### src/rtl/hdlc_af_pkg.sv
package hdlc_af_pkg;

  localparam int          BYTE_W    = 8;
  localparam int          ADDR_W    = 2 * BYTE_W;
  localparam logic [7:0]  FLAG_BYTE = 8'h7E;

  typedef enum logic [1:0] {
    FR_HUNT,   // no flag seen since reset
    FR_OPEN,   // flag seen, waiting for the first address byte
    FR_ADDR1,  // low address byte held, waiting for the high byte
    FR_BODY    // decision made, waiting for the next flag
  } fr_state_e;

  // Little-endian assembly: the first byte received is the low half.
  function automatic logic [ADDR_W-1:0] join_addr(input logic [BYTE_W-1:0] first_b,
                                                  input logic [BYTE_W-1:0] second_b,
                                                  input logic              wide);
    return wide ? {second_b, first_b} : {{BYTE_W{1'b0}}, first_b};
  endfunction

  // A non-zero upper mask byte selects 16-bit recognition.
  function automatic logic mask_is_wide(input logic [ADDR_W-1:0] m);
    return |m[ADDR_W-1:BYTE_W];
  endfunction

  // Two addresses are equal under the mask when no unmasked bit differs.
  function automatic logic masked_eq(input logic [ADDR_W-1:0] a,
                                     input logic [ADDR_W-1:0] b,
                                     input logic [ADDR_W-1:0] m);
    return ((a ^ b) & m) == '0;
  endfunction

endpackage

### src/rtl/hdlc_af_framer.sv
module hdlc_af_framer
  import hdlc_af_pkg::*;
(
  input  logic              clk,
  input  logic              rst_n,
  input  logic              in_valid,
  input  logic [BYTE_W-1:0] in_byte,
  input  logic              in_sof,
  input  logic              wide,
  output logic              addr_done,
  output logic [ADDR_W-1:0] addr_word,
  output logic              short_drop
);

  fr_state_e         st_q, st_n;
  logic [BYTE_W-1:0] lo_q, lo_n;
  logic              take_first;
  logic              is_flag;

  assign is_flag = (in_byte == FLAG_BYTE);

  always_comb begin
    st_n       = st_q;
    lo_n       = lo_q;
    addr_done  = 1'b0;
    short_drop = 1'b0;
    take_first = 1'b0;
    addr_word  = join_addr(lo_q, in_byte, 1'b1);
    if (in_valid) begin
      if (in_sof) begin
        take_first = 1'b1;
      end else if (is_flag) begin
        if (st_q == FR_ADDR1) short_drop = 1'b1;
        st_n = FR_OPEN;
      end else begin
        case (st_q)
          FR_OPEN:  take_first = 1'b1;
          FR_ADDR1: begin
            addr_done = 1'b1;
            addr_word = join_addr(lo_q, in_byte, 1'b1);
            st_n      = FR_BODY;
          end
          default: ;
        endcase
      end
      if (take_first) begin
        if (wide) begin
          lo_n = in_byte;
          st_n = FR_ADDR1;
        end else begin
          addr_done = 1'b1;
          addr_word = join_addr(in_byte, '0, 1'b0);
          st_n      = FR_BODY;
        end
      end
    end
  end

  always_ff @(posedge clk) begin
    if (!rst_n) begin
      st_q <= FR_HUNT;
      lo_q <= '0;
    end else begin
      st_q <= st_n;
      lo_q <= lo_n;
    end
  end


  drop_on_flag_chk: assert property (@(posedge clk) disable iff (!rst_n)
    short_drop |-> (in_valid && !in_sof && in_byte == FLAG_BYTE && !addr_done));


  one_decision_chk: assert property (@(posedge clk) disable iff (!rst_n)
    (st_q == FR_BODY && !in_sof) |-> !addr_done);


  hunt_quiet_chk: assert property (@(posedge clk) disable iff (!rst_n)
    (st_q == FR_HUNT && !in_sof) |-> !addr_done);

endmodule

### src/rtl/hdlc_af_match.sv
module hdlc_af_match
  import hdlc_af_pkg::*;
#(
  parameter int NUM_REGS = 4,
  localparam int IDX_W   = (NUM_REGS > 1) ? $clog2(NUM_REGS) : 1
) (
  input  logic                       clk,
  input  logic                       rst_n,
  input  logic [ADDR_W-1:0]          addr_word,
  input  logic [ADDR_W-1:0]          mask,
  input  logic [NUM_REGS*ADDR_W-1:0] regs,
  output logic                       any_hit,
  output logic [IDX_W-1:0]           hit_idx
);

  logic [NUM_REGS-1:0] hit_vec;

  for (genvar g = 0; g < NUM_REGS; g++) begin : g_cmp
    assign hit_vec[g] = masked_eq(addr_word, regs[g*ADDR_W +: ADDR_W], mask);
  end

  assign any_hit = |hit_vec;

  // Scan from the top so the lowest matching index is the one left.
  always_comb begin
    hit_idx = '0;
    for (int i = NUM_REGS - 1; i >= 0; i--) begin
      if (hit_vec[i]) hit_idx = IDX_W'(i);
    end
  end


  idx_points_at_hit_chk: assert property (@(posedge clk) disable iff (!rst_n)
    any_hit |-> hit_vec[hit_idx]);


  idx_zero_on_miss_chk: assert property (@(posedge clk) disable iff (!rst_n)
    !any_hit |-> (hit_idx == '0));

endmodule

### src/rtl/hdlc_addr_filter.sv
module hdlc_addr_filter
  import hdlc_af_pkg::*;
#(
  parameter int NUM_REGS = 4,
  localparam int IDX_W   = (NUM_REGS > 1) ? $clog2(NUM_REGS) : 1
) (
  input  logic                       clk,
  input  logic                       rst_n,
  input  logic                       in_valid,
  input  logic [7:0]                 in_byte,
  input  logic                       in_sof,
  input  logic [15:0]                cfg_mask,
  input  logic [NUM_REGS*16-1:0]     cfg_addrs,
  output logic                       dec_valid,
  output logic                       dec_accept,
  output logic [IDX_W-1:0]           dec_index
);

  logic              wide;
  logic              addr_done;
  logic [ADDR_W-1:0] addr_word;
  logic              short_drop;
  logic              any_hit;
  logic [IDX_W-1:0]  hit_idx;

  assign wide = mask_is_wide(cfg_mask);

  hdlc_af_framer u_framer (
    .clk        (clk),
    .rst_n      (rst_n),
    .in_valid   (in_valid),
    .in_byte    (in_byte),
    .in_sof     (in_sof),
    .wide       (wide),
    .addr_done  (addr_done),
    .addr_word  (addr_word),
    .short_drop (short_drop)
  );

  hdlc_af_match #(.NUM_REGS(NUM_REGS)) u_match (
    .clk       (clk),
    .rst_n     (rst_n),
    .addr_word (addr_word),
    .mask      (cfg_mask),
    .regs      (cfg_addrs),
    .any_hit   (any_hit),
    .hit_idx   (hit_idx)
  );

  always_ff @(posedge clk) begin
    if (!rst_n) begin
      dec_valid  <= 1'b0;
      dec_accept <= 1'b0;
      dec_index  <= '0;
    end else begin
      dec_valid  <= addr_done;
      dec_accept <= addr_done && any_hit;
      dec_index  <= addr_done ? hit_idx : '0;
    end
  end


  dec_follows_byte_chk: assert property (@(posedge clk) disable iff (!rst_n)
    dec_valid |-> $past(in_valid));


  drop_gives_no_dec_chk: assert property (@(posedge clk) disable iff (!rst_n)
    short_drop |=> !dec_valid);


  reject_index_zero_chk: assert property (@(posedge clk) disable iff (!rst_n)
    (dec_valid && !dec_accept) |-> (dec_index == '0));

endmodule

### config.mk
export PLATFORM = sky130hd
export DESIGN_NAME = hdlc_addr_filter
export DESIGN_NICKNAME = d
export VERILOG_FILES = /design/src/rtl/hdlc_af_pkg.sv /design/src/rtl/hdlc_af_framer.sv /design/src/rtl/hdlc_af_match.sv /design/src/rtl/hdlc_addr_filter.sv
export SDC_FILE = /design/constraint.sdc
export NUM_CORES = 1
export LEC_CHECK = 0
export BUFFER_PORTS_ARGS = -buffer_cell sky130_fd_sc_hd__buf_4
export CAP_MARGIN = 10
export CORE_UTILIZATION = 45
export DETAILED_ROUTE_END_ITERATION = 7
export PLACE_DENSITY_LB_ADDON = 0.12
export RECOVER_POWER = 50
export SETUP_SLACK_MARGIN = 0.2
export SKIP_LAST_GASP = 1
export SYNTH_ARGS = -nofsm -noshare
export SYNTH_HDL_FRONTEND = slang
export SYNTH_HIERARCHICAL = 1
export SYNTH_SLANG_ARGS = --single-unit
### constraint.sdc
create_clock -name clk -period 2.65 [get_ports clk]
set_input_delay 0.1325 -clock clk [delete_from_list [all_inputs] [get_ports clk]]
set_output_delay 0.1325 -clock clk [all_outputs]
set_load 0.005 [all_outputs]
==> results.txt, run 1 <==
----------------------------------------------------
[Die]
  Die Outline Area ... 0.00411 mm2
  Overall die width ... about 64 um
  Effective utilization at floorplan ... 0.470
  IO Pins ... 96
  Row Count ... 22
  Die Y-Extent ... roughly 64 um
  Core Footprint ... between 0.003 and 0.004 mm2

[Power]
  Peak supply drop ... 0.184 mV
  Power per standard cell area ... 281 mW/mm2
  Combinational share of power ... 0.496
  Switching share of total power ... 0.319
  Net switching component of the power ... approximately 0.25 mW
  Part of the total power dissipated in sequential elements ... 0.287
  Internal power ... between 0.5 and 0.6 mW
  Leakage ... around 1.4 nW
  Relative contribution of the clock network to total power ... 0.217

[Job]
  Max-cap violation count ... 0

[Worst hold path]
  Cell depth of the worst min-delay path ... 3
  Worst Hold End ... u_framer/lo_q[0]
  Hold path startpoint ... in_byte[0]
  Worst min path class ... in -> reg

[Cells and area]
  Final cell utilization of the core ... 0.765
  Share of final-layout standard cells stronger than drive strength 1 ... 0.503
  Antenna Diode Count ... 0
  Final cell area excluding filler cells ... 0.00282 mm2
  Most common library cell in the layout ignoring fill and taps ... sky130_fd_sc_hd__buf_4
  Commonest cells after routing, fill and taps aside ... 107 x sky130_fd_sc_hd__buf_4, 62 x sky130_fd_sc_hd__xor2_1, 24 x sky130_fd_sc_hd__a22oi_1, 18 x sky130_fd_sc_hd__nand2_1, 12 x sky130_fd_sc_hd__dfxtp_1
  Area overhead of the layout relative to synthesis ... 62.8%
  # nets final ... just over 400

[Drt]
  Initial DRT Pass Iterations ... 5
  Initial DRC count ... 90
  Average detailed-routed wire length per instance ... around 16 um
  Vias/cell ... around 5.4
  Number of remaining DRC errors ... 0
  Post-detailed-routing wire length ... about 5.8 mm
  Number of vias in the routed layout ... just under 2000
  Number of nets still failing antenna checks after routing ... 0

[Setup path]
  Data required time of the critical path ... roughly 2800 ps
  Path type of the worst setup path ... reg -> reg
  Worst reg2reg setup slack ... 90 ps
  Number of cells on the worst reg-to-reg path ... 12
  Crit path launch type ... flip-flop
  CP endpoint kind ... flip-flop
  Critical R2R Capture ... dec_index[0]
  Data arrival time at the worst-slack endpoint ... between 2000 and 3000 ps
  Reg2reg start ... u_framer/st_q[1]
  Max Fanout on Critical Path ... 8

[Timing]
  Final Max Tran Viols ... 0
  Worst-case headroom to the max-slew limit ... 0.583
  Final critical path time including I/O delays and setup ... 2560 ps
  Count of final setup violators ... 0
  Unrepaired setup endpoints after global routing ... yes
  Final total negative setup slack ... 0 ps
  Hold Violations, Final ... 0
  Achievable clock frequency ... between 300 and 400 MHz
  Slew at the pin closest to its max-slew limit ... roughly 630 ps
  Final worst path period share ... 0.967
  Worst-case setup margin in the final layout ... slightly below 90 ps
  Worst-case clock skew ... around 6.4 ps

[Status]
  Status ... complete, no violations

[CTS]
  CTS tree ... done
  Clock-pin slew on the worst setup and hold paths ... approximately 60 ps
  Cell chosen for the clock root ... sky130_fd_sc_hd__clkbuf_8
  Number of buffers on the longest clock path ... 2
  CTS sink count ... 14
  CTS H-Tree Depth ... 1
  Clock latency reported for the late side of the worst-skew pair ... roughly 250 ps
  Total CTS buffers ... 3

[Synthesis]
  Synth Area per Inst ... between 8 and 9 um2
  Synthesized netlist cell count ... ~200
  Yosys Warn Count ... 6
  Cell Area, Synth ... between 0.0015 and 0.002 mm2
  Post-Synthesis Net Count ... 287

[Placed design]
  Worst slack after detailed placement ... -271 ps
  Buffers on Ports ... between 90 and 100
  Dpl hpwl ... ~4.7 mm
  Final estimated routing congestion in global placement ... between 0.9 and 1
  Area of placed instances ... between 0.002 and 0.003 mm2

[GRT]
  Wire length of the first global-routing pass ... between 9 and 10 mm
  Initial antenna violation count ... 0
  Vias in the first global route ... ~2000
  Pin count of the biggest net entering global routing ... 23
  GR Util All Layers ... 0.293
  Gr ovfl total ... 0

----------------------------------------------------
[worst max-delay path by stage]
| stage | from | endpoint | slack (ps) | cells after the start |
|---|---|---|---|---|
| detailed placement | cfg_mask[15] | dec_index[0] | -270 | 13 |
| finish | u_framer/st_q[1] | dec_index[0] | 90 | 12 |
| CTS | u_framer/st_q[1] | dec_index[0] | 120 | 11 |
| global route | u_framer/st_q[1] | dec_index[0] | -30 | 13 |
| global placement | cfg_mask[15] | dec_index[0] | -220 | 13 |
| floorplan | cfg_mask[9] | dec_index[0] | 210 | 12 |
[state kept, by name, summed over array words and instances, names as in the netlist]
register,flops
dec_accept,1
dec_index,2
dec_valid,1
u_framer/lo_q,8
u_framer/st_q,2
[stage by stage]
| stage | total power [mW] | hold slack [ps] | std cells |
|---|---|---|---|
| 2_1_floorplan | 0.404 | 260 | 195 |
| 3_3_place_gp | 0.594 | 421 | 354 |
| 3_5_place_dp | 0.598 | 425 | 354 |
| 4_1_cts | 0.779 | 172 | 361 |
| 5_1_grt | 0.834 | 184 | 362 |
| 6_report | 0.793 | 179 | 362 |
[per-layer routing]
| metal | GRT usage | part of all wire | vias up |
|---|---|---|---|
| met3 | 0.0446 | 0.062 | 10 |
| met1 | 0.340 | 0.40 | 912 |
| met4 | 0.0767 | 0.019 | 0 |
| li1 | - | - | 943 |
| met2 | 0.551 | 0.52 | 99 |
| met5 | 0 | 0 | - |
[worst max-delay path, cell delays in order, from the launching register on]
cell and delay [ps]:
sky130_fd_sc_hd__dfxtp_2 320, sky130_fd_sc_hd__and2b_1 230, sky130_fd_sc_hd__o21ai_4 80, sky130_fd_sc_hd__nor3_4 210, sky130_fd_sc_hd__buf_12 170, sky130_fd_sc_hd__mux2_4 320
sky130_fd_sc_hd__xor2_1 160, sky130_fd_sc_hd__a22o_1 220, sky130_fd_sc_hd__a221oi_2 210, sky130_fd_sc_hd__nand4_1 140, sky130_fd_sc_hd__a21oi_1 160, sky130_fd_sc_hd__nor2_1 60
sky130_fd_sc_hd__and3_1 180
[power groups by stage]
stage	clock network, mW	registers (mW)	logic (mW)
after floorplan	0	0.229	0.175
after global placement	0	0.231	0.363
after detailed placement	0	0.231	0.367
after CTS	0.174	0.227	0.379
after global routing	0.185	0.228	0.421
final	0.172	0.228	0.393
[cell type report]
type | instances | area (um2)
Multi-Input combinational cell | 177 | 1500
Timing Repair Buffer | 120 | 936
Fill cell | 277 | 866
Sequential cell | 14 | 283
Tap cell | 48 | 60.1
Clock buffer | 3 | 41.3
[timing repair]
item,4_1_cts,5_1_grt
setup endpoints to repair,3,3
pin swaps,10,16
hold buffers,0,0
buffers inserted,4,1
gates resized for setup,9,15
No activity file was read; power rests on OpenSTA's default activity.
==> run 2: changes to the inputs <==
--- a/config.mk
+++ b/config.mk
@@ -9,7 +9,7 @@
 export CAP_MARGIN = 10
 export CORE_UTILIZATION = 45
 export DETAILED_ROUTE_END_ITERATION = 7
-export PLACE_DENSITY_LB_ADDON = 0.12
+export PLACE_DENSITY = 0.79
 export RECOVER_POWER = 50
 export SETUP_SLACK_MARGIN = 0.2
 export SKIP_LAST_GASP = 1
==> run 2 against run 1 <==
Compared with the run above: combinational power shrank 3%; first-iteration DRC count up 24%; hold slack worse by 11 ps; sequential power is essentially flat; non-clock buffer count shrank 4; core utilization shrank 1.5 points; critical path type unchanged; highest routed layer unchanged.
==> results.txt, run 2 (synthesis results as in run 1) <==
----------------------------------------------------
[CTS]
  Clock-pin slew on the worst setup and hold paths ... 60 ps (about the same)
  Number of buffers on the longest clock path ... 2 (unchanged)
  Clock latency reported for the late side of the worst-skew pair ... 250 ps (about the same)
  CTS tree ... done
  Cell chosen for the clock root ... sky130_fd_sc_hd__clkbuf_8
  CTS sink count ... 14 (unchanged)
  CTS H-Tree Depth ... 1 (unchanged)
  Hold-fix buffers, CTS ... 0 (unchanged)
  Total CTS buffers ... 3 (unchanged)

[Power]
  Total chip power ... 0.812 mW (+2.4%)
  Relative contribution of the clock network to total power ... 0.254 (+0.037)
  Peak supply drop ... 0.257 mV (+40%)
  Net switching component of the power ... 0.249 mW (-1.6%)
  Switching share of total power ... 0.307 (-0.0125)
  Leakage ... 1.38 nW (-0.38%)
  Combinational share of power ... 0.468 (-0.028)
  Internal power ... 0.563 mW (+4.3%)
  Part of the total power dissipated in sequential elements ... 0.278 (-0.009)
  Power per standard cell area ... 294 mW/mm2 (+4.5%)

[Die]
  Effective utilization at floorplan ... 0.470 (unchanged)
  Die Outline Area ... 0.00411 mm2 (unchanged)
  Row Count ... 22 (unchanged)
  Die Y-Extent ... 64.1 um (unchanged)
  Core Footprint ... 0.00369 mm2 (unchanged)
  Overall die width ... 64.1 um (unchanged)
  IO Pins ... 96 (unchanged)

[Timing]
  Achievable clock frequency ... 400 MHz (+2.6%)
  Unrepaired setup endpoints after global routing ... yes
  Final worst path period share ... 0.942 (-0.0246)
  Hold Violations, Final ... 0 (unchanged)
  Slew at the pin closest to its max-slew limit ... 628 ps (+1.57 ps)
  Worst-case headroom to the max-slew limit ... 0.582 (-0.00105)
  Count of final setup violators ... 0 (unchanged)
  Final Max Tran Viols ... 0 (unchanged)
  Worst-case clock skew ... 5.67 ps (-0.762 ps)
  Final critical path time including I/O delays and setup ... 2500 ps (-65.3 ps)

[Setup path]
  Slowest CP cell ... sky130_fd_sc_hd__dfxtp_1
  CP peak stage delay ... 360 ps (+40 ps)
  Most Frequent Cell on Critical Path ... sky130_fd_sc_hd__buf_6
  CP endpoint kind ... flip-flop
  Worst setup path startpoint ... u_framer/st_q[0]
  Depth of the critical timing path with buffers and inverters included ... 13 (+1)
  Critical R2R Capture ... dec_index[0]
  Cell class contributing the biggest share of worst-path delay ... simple AND/OR/NAND/NOR gates
  Crit path launch type ... flip-flop
  Path type of the worst setup path ... reg -> reg
  Worst reg2reg setup slack ... 150 ps (+70 ps)
  End point of the critical path ... dec_index[0]
  Combined buffer and inverter count along the critical path ... 2 (+1)
  Max Fanout on Critical Path ... 7 (-1)
  Reg2reg start ... u_framer/st_q[0]
  Data required time of the critical path ... 2840 ps (+50 ps)
  Sequence of cells on the critical path ... and2b_1, o21ai_2, nor3_4, buf_6, mux2_4, buf_6, xor2_1, a22oi_1, nand4_1, nor2_2, a21oi_1, nor2_1, and3_1
  Data arrival time at the worst-slack endpoint ... 2690 ps (about the same)
  Number of cells on the worst reg-to-reg path ... 13 (+1)

[Cells and area]
  Share of final-layout standard cells stronger than drive strength 1 ... 0.492 (-0.0112)
  Commonest cells after routing, fill and taps aside ... 108 x sky130_fd_sc_hd__buf_4, 64 x sky130_fd_sc_hd__xor2_1, 23 x sky130_fd_sc_hd__a22oi_1, 18 x sky130_fd_sc_hd__nand2_1, 13 x sky130_fd_sc_hd__dfxtp_1
  # nets final ... 404 (-0.98%)
  Area taken by multi-input logic gates ... 0.00149 mm2 (-0.75%)
  Biggest registers after layout ... u_framer/lo_q: 8 flops, dec_index: 2 flops, u_framer/st_q: 2 flops
  Final cell utilization of the core ... 0.750 (-0.0153)
  Area overhead of the layout relative to synthesis ... 59.5%
  Most common library cell in the layout ignoring fill and taps ... sky130_fd_sc_hd__buf_4
  Number of flip-flops under the largest register name ... 8 (unchanged)
  Filler Cells Inserted ... 298 (+7.6%)
  Antenna Diode Count ... 0 (unchanged)
  Largest reg by FF count ... u_framer/lo_q
  Area occupied by registers ... 282 um2 (-0.44%)

[GRT]
  GR Util All Layers ... 0.285 (-0.00790)
  Wire length of the first global-routing pass ... 9.06 mm (-2.1%)
  Gr ovfl total ... 0 (unchanged)
  Vias in the first global route ... 2053 (+2.5%)
  Pin count of the biggest net entering global routing ... 23 (unchanged)
  Initial antenna violation count ... 0 (unchanged)

[Drt]
  Number of vias in the routed layout ... 1889 (-3.8%)
  Vias/cell ... 5.26 (-3.0%)
  Initial DRT Pass Iterations ... 5 (unchanged)
  Average detailed-routed wire length per instance ... 15.6 um (-2.7%)
  Initial DRC count ... 112 (+24%)
  Number of nets still failing antenna checks after routing ... 0 (unchanged)
  Post-detailed-routing wire length ... 5.60 mm (-3.5%)
  Number of remaining DRC errors ... 0 (unchanged)

[Placed design]
  Dpl hpwl ... 4.55 mm (-4.3%)
  Final estimated routing congestion in global placement ... 0.872 (-5.6%)
  Buffers on Ports ... 95 (unchanged)

[Status]
  Status ... complete, no violations

[Worst hold path]
  Cell depth of the worst min-delay path ... 3 (unchanged)
  Worst min path class ... in -> reg

[Job]
  Max-cap violation count ... 0 (unchanged)

----------------------------------------------------
run 2: cell count changes in the layout (fill, tap and decap cells not counted), sizes merged:
| cell | previous run | this run |
|---|---|---|
| buf | 115 | 111 |
| clkbuf | 8 | 9 |
run 2: final cells by class:
cell class / count / share of cell area
Multi-Input combinational cell: 177 / 0.539
Sequential cell: 14 / 0.102
Tap cell: 48 / 0.0217
Timing Repair Buffer: 116 / 0.318
Clock buffer: 4 / 0.0199
run 2: tightest hold or removal path, delay by kind of cell:
family | cells | cell delay (ps)
buffers and inverters | 1 | 120
AND/OR/NAND/NOR | 1 | 50
multiplexers | 1 | 50
run 2: routing by layer:
| layer | vias to the layer above | track usage | wire [um] |
|---|---|---|---|
| met5 | - | 0 | 0 |
| li1 | 941 | - | - |
| met1 | 859 | 0.310 | 2190 |
| met2 | 80 | 0.553 | 2960 |
| met4 | 0 | 0.0909 | 116 |
| met3 | 9 | 0.0446 | 326 |
run 2: how the worst min path moves through the flow:
stage | startpoint | to | slack (ps)
final | in_byte[0] | u_framer/lo_q[0] | 170
after global routing | in_byte[3] | u_framer/lo_q[3] | 180
after CTS | in_byte[0] | u_framer/lo_q[0] | 160
after detailed placement | in_byte[0] | u_framer/lo_q[0] | 420
after global placement | in_byte[0] | u_framer/lo_q[0] | 410
after floorplan | rst_n | dec_valid | 260
run 2: power groups by stage:
stage / Clock [mW] / Combinational, mW / Sequential (mW)
floorplan: 0 / 0.175 / 0.229
global placement: 0 / 0.357 / 0.230
detailed placement: 0 / 0.360 / 0.231
CTS: 0.212 / 0.375 / 0.226
global route: 0.220 / 0.410 / 0.227
finish: 0.206 / 0.380 / 0.226
run 2: repair_timing:
| action | 4_1_cts | 5_1_grt |
|---|---|---|
| gates resized for setup | 16 | 4 |
| pin swaps | 14 | 3 |
| setup buffers | 5 | 0 |
| cloned | 0 | 0 |
| hold endpoints to repair | 0 | 0 |
| endpoints found under the setup margin | 3 | 3 |
run 2: through the flow:
step | area [um2] | TNS, ps | hold WS (ps) | instances | setup slack [ps]
floorplan | 1730 | 0 | 260 | 195 | 214
global placement | 2600 | -467 | 415 | 350 | -178
detailed placement | 2600 | -640 | 419 | 350 | -237
CTS | 2750 | 0 | 162 | 359 | 143
global route | 2770 | 0 | 184 | 359 | 43.4
finish | 2770 | 0 | 168 | 359 | 152
==> run 3: changes to the inputs <==
--- a/config.mk
+++ b/config.mk
@@ -7,13 +7,12 @@
 export LEC_CHECK = 0
 export BUFFER_PORTS_ARGS = -buffer_cell sky130_fd_sc_hd__buf_4
 export CAP_MARGIN = 10
-export CORE_UTILIZATION = 45
+export CORE_UTILIZATION = 50
 export DETAILED_ROUTE_END_ITERATION = 7
-export PLACE_DENSITY = 0.79
+export PLACE_DENSITY = 0.85
 export RECOVER_POWER = 50
 export SETUP_SLACK_MARGIN = 0.2
 export SKIP_LAST_GASP = 1
 export SYNTH_ARGS = -nofsm -noshare
 export SYNTH_HDL_FRONTEND = slang
-export SYNTH_HIERARCHICAL = 1
 export SYNTH_SLANG_ARGS = --single-unit
==> constraint.sdc (replaced) <==
create_clock -name clk -period 2.9 [get_ports clk]
set_input_delay 0.145 -clock clk [delete_from_list [all_inputs] [get_ports clk]]
set_output_delay 0.145 -clock clk [all_outputs]
set_load 0.005 [all_outputs]
==> run 3 against run 2 <==
Compared with the run above: first-iteration DRC count grew 45%; hold slack worse by 29 ps; synthesized cell count up 12%; sequential power decreased by 8%; sequential share of layout area down 0.15 points; clock power down 5%; die area decreased by 2.3%; cell count up 4.2%; flip-flop and latch count unchanged; non-clock buffer count shrank 2; area after synthesis grew 8.5%; critical endpoint is now dec_index[0].
==> results.txt, run 3 <==
----------------------------------------------------
[Drt]
  Average detailed-routed wire length per instance ... 15.5 um (-0.60%)
  Post-detailed-routing wire length ... 5.79 mm (+3.6%)
  Number of vias in the routed layout ... 2080 (+10%)
  Number of nets still failing antenna checks after routing ... 0 (unchanged)
  Initial DRC count ... 162 (+45%)
  Initial DRT Pass Iterations ... 4 (-1)
  Number of remaining DRC errors ... 0 (unchanged)
  Vias/cell ... 5.56 (+5.7%)

[Synthesis]
  Seq/Total Area, Yosys ... 0.149
  Number of synthesized flops with an enable pin ... 0
  Post-Synthesis Net Count ... 311 (+8.4%)
  Post-synthesis register bit count ... 14
  Cell types occupying the most area after synthesis ... sky130_fd_sc_hd__dfxtp_1 15%, sky130_fd_sc_hd__xnor2_1 13%, sky130_fd_sc_hd__xor2_1 13%
  Post-synth cell types ... 41
  Async S/R FF share, synth ... 0
  Leading cell types by count after synthesis ... 29 x sky130_fd_sc_hd__xnor2_1, 28 x sky130_fd_sc_hd__xor2_1, 25 x sky130_fd_sc_hd__a22oi_1
  Synthesized netlist cell count ... 219 (+12%)
  Yosys Warn Count ... 0 (-6)
  Most instantiated flip-flop cell in the synthesis netlist ... sky130_fd_sc_hd__dfxtp_1
  Cell Area, Synth ... 0.00188 mm2 (+8.5%)
  Fraction of post-synthesis cell area in the top cell type by area ... 0.149
  Most used standard cell by instance count after synthesis ... sky130_fd_sc_hd__xnor2_1
  Synth Area per Inst ... 8.59 um2 (-3.4%)
  Biggest area consumer among synthesized cells ... sky130_fd_sc_hd__dfxtp_1

[CTS]
  Total CTS buffers ... 3 (unchanged)
  Number of buffers on the longest clock path ... 2 (unchanged)
  Clock latency reported for the late side of the worst-skew pair ... 250 ps (about the same)
  CTS H-Tree Depth ... 1 (unchanged)
  Clock-pin slew on the worst setup and hold paths ... 60 ps (about the same)
  CTS sink count ... 14 (unchanged)
  Cell chosen for the clock root ... sky130_fd_sc_hd__clkbuf_8
  CTS tree ... done

[Timing]
  Worst-case setup margin in the final layout ... 204 ps (+51.9 ps)
  Count of final setup violators ... 0 (unchanged)
  Worst-case clock skew ... 1.33 ps (-4.34 ps)
  Final Max Tran Viols ... 0 (unchanged)
  Final worst path period share ... 0.930 (-0.0129)
  Achievable clock frequency ... 371 MHz (-7.3%)
  Final critical path time including I/O delays and setup ... 2700 ps (+198 ps)
  Unrepaired setup endpoints after global routing ... no
  Slew at the pin closest to its max-slew limit ... 676 ps (+48.6 ps)
  Worst-case headroom to the max-slew limit ... 0.549 (-0.0326)
  Hold Violations, Final ... 0 (unchanged)
  Final total negative setup slack ... 0 ps (unchanged)

[GRT]
  Initial antenna violation count ... 0 (unchanged)
  Wire length of the first global-routing pass ... 9.03 mm (-0.38%)
  GR Util All Layers ... 0.286 (+0.000539)
  Vias in the first global route ... 1930 (-6.0%)
  Gr ovfl total ... 0 (unchanged)
  Pin count of the biggest net entering global routing ... 12 (-48%)

[Die]
  Effective utilization at floorplan ... 0.543 (+0.0724)
  Die Outline Area ... 0.00401 mm2 (-2.3%)
  Row Count ... 21 (-4.5%)
  Overall die width ... 63.4 um (-1.1%)
  IO Pins ... 96 (unchanged)
  Core Footprint ... 0.00347 mm2 (-6.0%)
  Die Y-Extent ... 63.4 um (-1.1%)

[Setup path]
  Worst reg2reg setup slack ... 200 ps (+50 ps)
  Path type of the worst setup path ... reg -> reg
  Cell class contributing the biggest share of worst-path delay ... simple AND/OR/NAND/NOR gates
  CP endpoint kind ... flip-flop
  Crit path launch type ... flip-flop
  Worst setup path startpoint ... u_framer.st_q[0]
  Sequence of cells on the critical path ... o2111ai_4, clkbuf_1, and3_2, a221oi_4, mux2i_1, a2111oi_2, nand4_1, or4_1, a21oi_1, nor2_1
  Data required time of the critical path ... 3040 ps (+200 ps)
  CP peak stage delay ... 430 ps (+70 ps)
  Combined buffer and inverter count along the critical path ... 1 (-1)
  Reg2reg start ... u_framer.st_q[0]
  Slowest CP cell ... sky130_fd_sc_hd__or4_1
  Max Fanout on Critical Path ... 4 (-3)
  Data arrival time at the worst-slack endpoint ... 2830 ps (+140 ps)

[Power]
  Leakage ... 1.24 nW (-10%)
  Power per standard cell area ... 272 mW/mm2 (-7.5%)
  Peak supply drop ... 0.378 mV (+47%)

[Cells and area]
  Final cell area excluding filler cells ... 0.00281 mm2 (+1.5%)
  Area overhead of the layout relative to synthesis ... 49.3%
  Most common library cell in the layout ignoring fill and taps ... sky130_fd_sc_hd__buf_4
  # nets final ... 421 (+4.2%)
  Commonest cells after routing, fill and taps aside ... 107 x sky130_fd_sc_hd__buf_4, 29 x sky130_fd_sc_hd__xnor2_1, 28 x sky130_fd_sc_hd__xor2_1, 25 x sky130_fd_sc_hd__a22oi_1, 16 x sky130_fd_sc_hd__mux2i_1
  Largest reg by FF count ... u_framer.lo_q
  Biggest registers after layout ... u_framer.lo_q: 8 flops, dec_index: 2 flops, u_framer.st_q: 2 flops
  Number of cells in the finished layout apart from fillers ... 374 (+4.2%)
  Antenna Diode Count ... 0 (unchanged)
  Share of final-layout standard cells stronger than drive strength 1 ... 0.418 (-0.0743)
  Number of flip-flops under the largest register name ... 8 (unchanged)

[Status]
  Status ... complete, no violations

[Placed design]
  Total placed cells including tap cells ... 369 (+5.4%)
  Dpl hpwl ... 4.80 mm (+5.6%)
  Final estimated routing congestion in global placement ... 0.931 (+6.8%)
  Area of placed instances ... 0.00274 mm2 (+5.4%)
  Buffers on Ports ... 95 (unchanged)
  Worst slack after detailed placement ... 36.3 ps (+273 ps)

[Worst hold path]
  Worst min path class ... in -> reg
  Hold path startpoint ... in_valid

[Job]
  Max-cap violation count ... 0 (unchanged)

----------------------------------------------------
==> run 3: worst paths after layout <==
kind	to	cells past startpoint
max	dec_index[0]	10
min	u_framer.st_q[1]	2
max reg2reg	dec_index[0]	10
min reg2reg	u_framer.lo_q[0]	2
==> run 3: per-stage QoR <==
stage,utilization,power [mW],hold WS [ps]
floorplan,-,0.391,246
global placement,0.791,0.559,403
detailed placement,0.791,0.564,406
CTS,0.809,0.760,144
global route,0.810,0.805,138
finish,0.810,0.763,139
==> run 3: area by class of cell <==
type	count	area, um2
flip-flops and latches	14	282
clock buffers	4	55.1
inverters	5	18.8
well taps	46	57.6
multi-input cells	191	1550
repair buffers	114	848
fillers	265	659
==> run 3: metal layers <==
metal / vias up / routed length, um / part of all wire / GRT usage
li1: 1003 / - / - / -
met1: 978 / 2320 / 0.40 / 0.331
met2: 87 / 2890 / 0.50 / 0.523
met3: 12 / 450 / 0.078 / 0.0525
met4: 0 / 129 / 0.022 / 0.0881
met5: - / 0 / 0 / 0
==> run 3: timing repair <==
item / in CTS / in global routing
gates cloned: 0 / 0
resized for setup: 1 / 4
setup endpoints to repair: 1 / 2
pin swaps: 2 / 3
hold buffers: 0 / 0
buffers inserted: 1 / 0
==> run 3: power breakdown <==
| part | internal (mW) | switching [mW] | total [mW] |
|---|---|---|---|
| clock | 0.121 | 0.0759 | 0.196 |
| sequential | 0.200 | 0.00812 | 0.208 |
| combinational | 0.205 | 0.154 | 0.358 |
| total | 0.525 | 0.238 | 0.763 |
==> run 3: logic make-up (layout without fill, tap and decap cells) <==
family,count (synthesis),in the layout,synth area share
AO/OA/AOI/OAI,42,42,0.205
XOR/XNOR,57,57,0.265
buffers and inverters,14,123,0.0339
flip-flops,14,14,0.149
multiplexers,20,20,0.119
AND/OR/NAND/NOR,72,72,0.228
==> run 3: worst register-to-register path, cell delays in order, from the launching register on <==
cell and delay (ps):
sky130_fd_sc_hd__dfxtp_1 420, sky130_fd_sc_hd__o2111ai_4 160, sky130_fd_sc_hd__clkbuf_1 200, sky130_fd_sc_hd__and3_2 250, sky130_fd_sc_hd__a221oi_4 240, sky130_fd_sc_hd__mux2i_1 130, sky130_fd_sc_hd__a2111oi_2 340, sky130_fd_sc_hd__nand4_1 180
sky130_fd_sc_hd__or4_1 430, sky130_fd_sc_hd__a21oi_1 170, sky130_fd_sc_hd__nor2_1 60
